File: src/rtl/uart_iid_pkg.sv
package uart_iid_pkg;
  localparam int ID_W   = 8;
  localparam int MASK_W = 4;

  // Mask bit positions (part of the block's behaviour)
  localparam int EN_RX   = 0;
  localparam int EN_TX   = 1;
  localparam int EN_LINE = 2;
  localparam int EN_MDM  = 3;

  typedef enum logic [2:0] {
    CODE_MODEM = 3'b000,
    CODE_TXE   = 3'b001,
    CODE_RXD   = 3'b010,
    CODE_LINE  = 3'b011,
    CODE_TMO   = 3'b110
  } iidCode_t;

  typedef struct packed {
    logic capture;   // load the identification register
    logic irqLoad;   // load the request flop
  } iidStrobe_t;
endpackage

File: src/rtl/uart_iid_ctrl.sv
module uart_iid_ctrl
  import uart_iid_pkg::*;
(
  input  logic       idRead,
  output iidStrobe_t strobe
);
  always_comb begin
    strobe.capture = !idRead;
    strobe.irqLoad = 1'b1;
  end
endmodule

File: src/rtl/uart_iid_datapath.sv
module uart_iid_datapath
  import uart_iid_pkg::*;
(
  input  logic              clk,
  input  logic              rstN,
  input  logic              lineStatPend,
  input  logic              rxDataPend,
  input  logic              rxTimeoutPend,
  input  logic              txEmptyPend,
  input  logic              modemPend,
  input  logic              fifoEnable,
  input  logic [MASK_W-1:0] srcEnable,
  input  iidStrobe_t        strobe,
  output logic [ID_W-1:0]   idValue,
  output logic              irqOut
);
  localparam logic [ID_W-1:0] IDLE_VALUE = ID_W'(1);

  logic       lineEn, rxEn, tmoEn, txEn, mdmEn;
  logic       anyPend;
  iidCode_t   code;
  logic [ID_W-1:0] nextValue;
  logic [ID_W-1:0] idReg;
  logic       irqReg;

  always_comb begin
    lineEn = lineStatPend  & srcEnable[EN_LINE];
    rxEn   = rxDataPend    & srcEnable[EN_RX];
    tmoEn  = rxTimeoutPend & srcEnable[EN_RX] & fifoEnable;
    txEn   = txEmptyPend   & srcEnable[EN_TX];
    mdmEn  = modemPend     & srcEnable[EN_MDM];
    anyPend = lineEn | rxEn | tmoEn | txEn | mdmEn;
  end

  always_comb begin
    if (lineEn)     code = CODE_LINE;
    else if (rxEn)  code = CODE_RXD;
    else if (tmoEn) code = CODE_TMO;
    else if (txEn)  code = CODE_TXE;
    else            code = CODE_MODEM;
  end

  always_comb begin
    nextValue       = '0;
    nextValue[0]    = !anyPend;
    nextValue[3:1]  = code;
    nextValue[7:6]  = {2{fifoEnable}};
  end

  always_ff @(posedge clk or negedge rstN) begin
    if (!rstN) begin
      idReg <= IDLE_VALUE;
    end else if (strobe.capture) begin
      idReg <= nextValue;
    end
  end

  always_ff @(posedge clk or negedge rstN) begin
    if (!rstN) begin
      irqReg <= 1'b0;
    end else if (strobe.irqLoad) begin
      irqReg <= anyPend;
    end
  end

  assign idValue = idReg;
  assign irqOut  = irqReg;
endmodule

File: src/rtl/uart_int_ident.sv
module uart_int_ident
  import uart_iid_pkg::*;
(
  input  logic              clk,
  input  logic              rstN,
  input  logic              lineStatPend,
  input  logic              rxDataPend,
  input  logic              rxTimeoutPend,
  input  logic              txEmptyPend,
  input  logic              modemPend,
  input  logic              fifoEnable,
  input  logic [MASK_W-1:0] srcEnable,
  input  logic              idRead,
  output logic [ID_W-1:0]   idValue,
  output logic              irqOut
);
  iidStrobe_t strobe;

  uart_iid_ctrl u_ctrl (
    .idRead (idRead),
    .strobe (strobe)
  );

  uart_iid_datapath u_dp (
    .clk           (clk),
    .rstN          (rstN),
    .lineStatPend  (lineStatPend),
    .rxDataPend    (rxDataPend),
    .rxTimeoutPend (rxTimeoutPend),
    .txEmptyPend   (txEmptyPend),
    .modemPend     (modemPend),
    .fifoEnable    (fifoEnable),
    .srcEnable     (srcEnable),
    .strobe        (strobe),
    .idValue       (idValue),
    .irqOut        (irqOut)
  );
endmodule

File: config.mk
export PLATFORM = sky130hd
export DESIGN_NAME = uart_int_ident
export DESIGN_NICKNAME = d
export VERILOG_FILES = /design/src/rtl/uart_iid_pkg.sv /design/src/rtl/uart_iid_ctrl.sv /design/src/rtl/uart_iid_datapath.sv /design/src/rtl/uart_int_ident.sv
export SDC_FILE = /design/constraint.sdc
export NUM_CORES = 1
export LEC_CHECK = 0
export BUFFER_PORTS_ARGS = -buffer_cell sky130_fd_sc_hd__buf_2
export CAP_MARGIN = 20
export CORE_AREA = 8 8 45 47
export DETAILED_ROUTE_END_ITERATION = 6
export DIE_AREA = 0 0 53 55
export SYNTH_ARGS = -nofsm -noshare
export SYNTH_HDL_FRONTEND = slang
export SYNTH_SLANG_ARGS = --single-unit
File: constraint.sdc
create_clock -name clk -period 0.9 [get_ports clk]
set_input_delay 0 -clock clk [delete_from_list [all_inputs] [get_ports clk]]
set_output_delay 0 -clock clk [all_outputs]
set_load 0.1 [all_outputs]
Yosys cells after proc, flatten, opt, wreduce, memory -nomap -nowiden
Cells that the tools add are included.
- output and inout bits: 9
- logic and storage cells: 17
- flip-flop bits (word level): 6
- bitwise logic cells: 10
- multiplexer cells: 4
- reduce and logical (&&, ||, !) cells: 1
- operators with widths (kind ; number):
    $mux W3 ; 3
    $and A1 B1 Y1 ; 6
    $or A1 B1 Y1 ; 4
    $logic_not A1 Y1 ; 1
    $mux W1 ; 1

Logic depth before layout (Yosys ltp)
- depth in word-level cells: 6
- mapped depth: 4
- depth with buffers taken out: 3

Modules after synthesis
From an unflattened synthesis, not the netlist that was laid out.
- cells, all modules: 33
- area, all modules: 319.1 sq um
- modules (own cells, without submodules) (module ; area an instance (sq um) ; instances ; cells an instance):
    uart_iid_datapath ; 304.0 ; 1 ; 30
    uart_iid_ctrl ; 15.0 ; 1 ; 3

Worst setup path after synthesis
OpenSTA, ideal clock, no wires.
- kind: register to output
- start point: register u_dp.idValue[6] (netlist name)
- end point: output port idValue[7]
- buffers on the path: 1
- stages on the path, launching flop included: 2
- arrival: 1.336 ns
- path slack: -0.436 ns
- path through: dfrtp_1 > buf_4
- RTL lines (what ; line ; RTL):
    end: declaration ; uart_int_ident.sv:14 ; output logic [ID_W-1:0] idValue,
No word-level cell between the ends.

Worst setup path in the final report
- start point: register u_dp.idReg[0] (netlist: u_dp.idValue[0])
- end point: output port idValue[0]
- RTL lines (what ; line ; RTL):
    start: declaration ; uart_iid_datapath.sv:23 ; logic [ID_W-1:0] idReg;
    start signal: assignment ; uart_iid_datapath.sv:54 ; idReg <= nextValue;
No word-level cell between the ends.

==> run summary <==
detailed-router iteration count before antenna repair -> 4
first-pass GRT wire length -> 1440 um
setup_tns -> -0.467 ns
Final period util -> 116%
Die Ht -> 55 um
worst hold slack -> 0.00856 ns
Netlist cell types -> 18
dpl cell area -> 542 sq um
initial antenna violation count -> 0
Yosys reg bits -> 6
Die Wd -> 53 um
Clock Skews -> 0 ns
Avg Vias per Cell -> 4.33
CTS Buf Count -> 3
largest net degree at the start of global routing -> 9
failing checks -> negative setup slack
CP Capture Type -> output pin
vias in the first global route -> 319
core area -> 0.00138 sq mm
Synth warnings -> 0
maximum fanout along the worst path -> 2
Fin. Hold Viols -> 0
GRT overflow -> 0
Final Core Density -> 43.8%
outcome -> finished with violations
Initial Util -> 22.8%
Pleak -> 0.000284 uW
number of I/O pins -> 22
die area -> 0.00292 sq mm
Max-cap violations -> 0
slowest stage cell on the critical path -> dfstp_4
GRT Util Overall -> 6.96%
CP required -> 0.90 ns
# DRC -> 0
Final Cell Area -> 606 sq um
Power Dens Cells -> 1860 mW/mm^2
CTS tree -> done
Slew Limit Fails -> 0
Max clock buf depth -> 2
syn avg cell area -> 11.3 sq um
GPL Wtd Cong -> 0.737
Bufs and invs on worst path -> 1
Core Rows -> 14
commonest non-fill, non-tap cell in the layout -> buf_2
Clk Latency, worst-skew pair -> 0.25 ns
Worst Slack Setup Final -> -0.147 ns
max incr delay on CP -> 0.63 ns
crit path launch type -> register
post-layout min period -> 1.05 ns
unrepaired setup endpoints after global routing -> yes
Post-Route WL -> 913 um
Buffers on Ports -> 19
Detail Placement HPWL -> 712 um
Crit path max-delay family -> flip-flops
ANT cells -> 0
crit-path cells -> buf_12
Routed Antenna Nets -> 0
Syn Inst Count -> 28
Max IR drop VDD -> 0.000843 V
htree depth -> 1
WL/cell -> 13.2 um
Starting DRT DRC Count -> 10
Max Clk Rate -> 955 MHz
Arrival @ worst endpoint -> 1.05 ns
Hold Crit Class -> in2reg
layout cells sized above 1 -> 67.9%
Clock Sinks -> 6
Area Overhead vs Synth -> 92.1%
synthesized area -> 315 sq um
Seq/Total Area, Yosys -> 48.0%
Clock Root Buffer -> clkbuf_4
critical path class -> reg2out
most frequent cells in the layout -> buf_2 (12), buf_12 (7), dfrtp_4 (4)
Worst-path clk slew -> 0.05 ns
Setup-failing EPs final -> 5
DR vias -> 299
Final Net Count -> 67
==> worst register-to-register path, stage by stage (launching register included) <==
cell	delay [ns]
dfrtp_4	0.48
nand2_2	0.06
o21ai_1	0.05
a41o_1	0.20
==> sequential cells by signal, indices dropped and copies added, names as in the netlist <==
register / cells
u_dp.idValue: 5
u_dp.irqOut: 1
==> power by group <==
| group | internal (uW) | switching, uW |
|---|---|---|
| Clock | 169 | 107 |
| Sequential | 312 | 23.9 |
| Combinational | 186 | 329 |
| Total | 667 | 460 |
==> per-stage QoR <==
stage                     power, uW  cells  setup slack, ns
after floorplan                 654     29           -0.153
after global placement          835     62           0.0310
after detailed placement        837     62           0.0179
after CTS                      1130     69           -0.150
after global routing           1180     69           -0.173
final                          1130     69           -0.147
==> path summary, 6_finish.rpt <==
check / startpoint / endpoint / slack, ns / depth (start not counted)
max: u_dp.idValue[0] / idValue[0] / -0.15 / 1
min: fifoEnable / u_dp.idValue[6] / 0.009 / 2
max reg2reg: u_dp.idValue[1] / u_dp.idValue[1] / 0 / 3
min reg2reg: u_dp.idValue[6] / u_dp.idValue[6] / 0.58 / 1
max in group asynchronous: rstN / u_dp.idValue[0] / 0.55 / 2
min in group asynchronous: rstN / u_dp.idValue[2] / 0.13 / 2
==> cells by family (layout without fill, tap and decap cells) <==
group	count (synthesis)	after routing	share of synthesized area, %
compound gates	8	8	25.0
other cells	1	2	1.19
simple gates	6	6	9.12
buf+inv	6	30	13.1
flops	6	6	48.0
mux	1	1	3.57
==> area by class of cell <==
class	instances	area [sq um]
fill	134	778
timing repair buffer	24	250
sequential	6	170
multi-input combinational	17	131
clock buffer	4	26.3
tap	16	20.0
inverter	2	7.51
==> cells in the mapped netlist, drive strengths merged <==
master / count / area, sq um
a32o: 1 / 10.0
buf: 4 / 33.8
dfrtp: 5 / 125
nand3: 1 / 5.00
a41o: 1 / 10.0
o41ai: 1 / 16.3
inv: 2 / 7.51
o21ai: 2 / 21.3
dfstp: 1 / 26.3
a2bb2oi: 1 / 8.76
a22oi: 1 / 7.51
conb: 1 / 3.75
and2: 1 / 8.76
mux2: 1 / 11.3
nand2: 4 / 15.0
a21oi: 1 / 5.00
==> metal layers <==
| metal | part of all wire (%) | track usage (%) | wire length [um] |
|---|---|---|---|
| met1 | 39 | 7.81 | 359 |
| met3 | 14 | 4.28 | 124 |
| met5 | 0 | 0 | 0 |
| met4 | 0.66 | 5.17 | 6 |
| met2 | 46 | 9.38 | 423 |
==> repair_timing <==
action | in CTS | in global routing
endpoints found under the hold margin | 7 | 0
setup buffers | 1 | 0
endpoints found under the setup margin | 6 | 7
resized for setup | 2 | 1
hold buffers | 2 | 0
No activity file was read; power rests on OpenSTA's default activity.
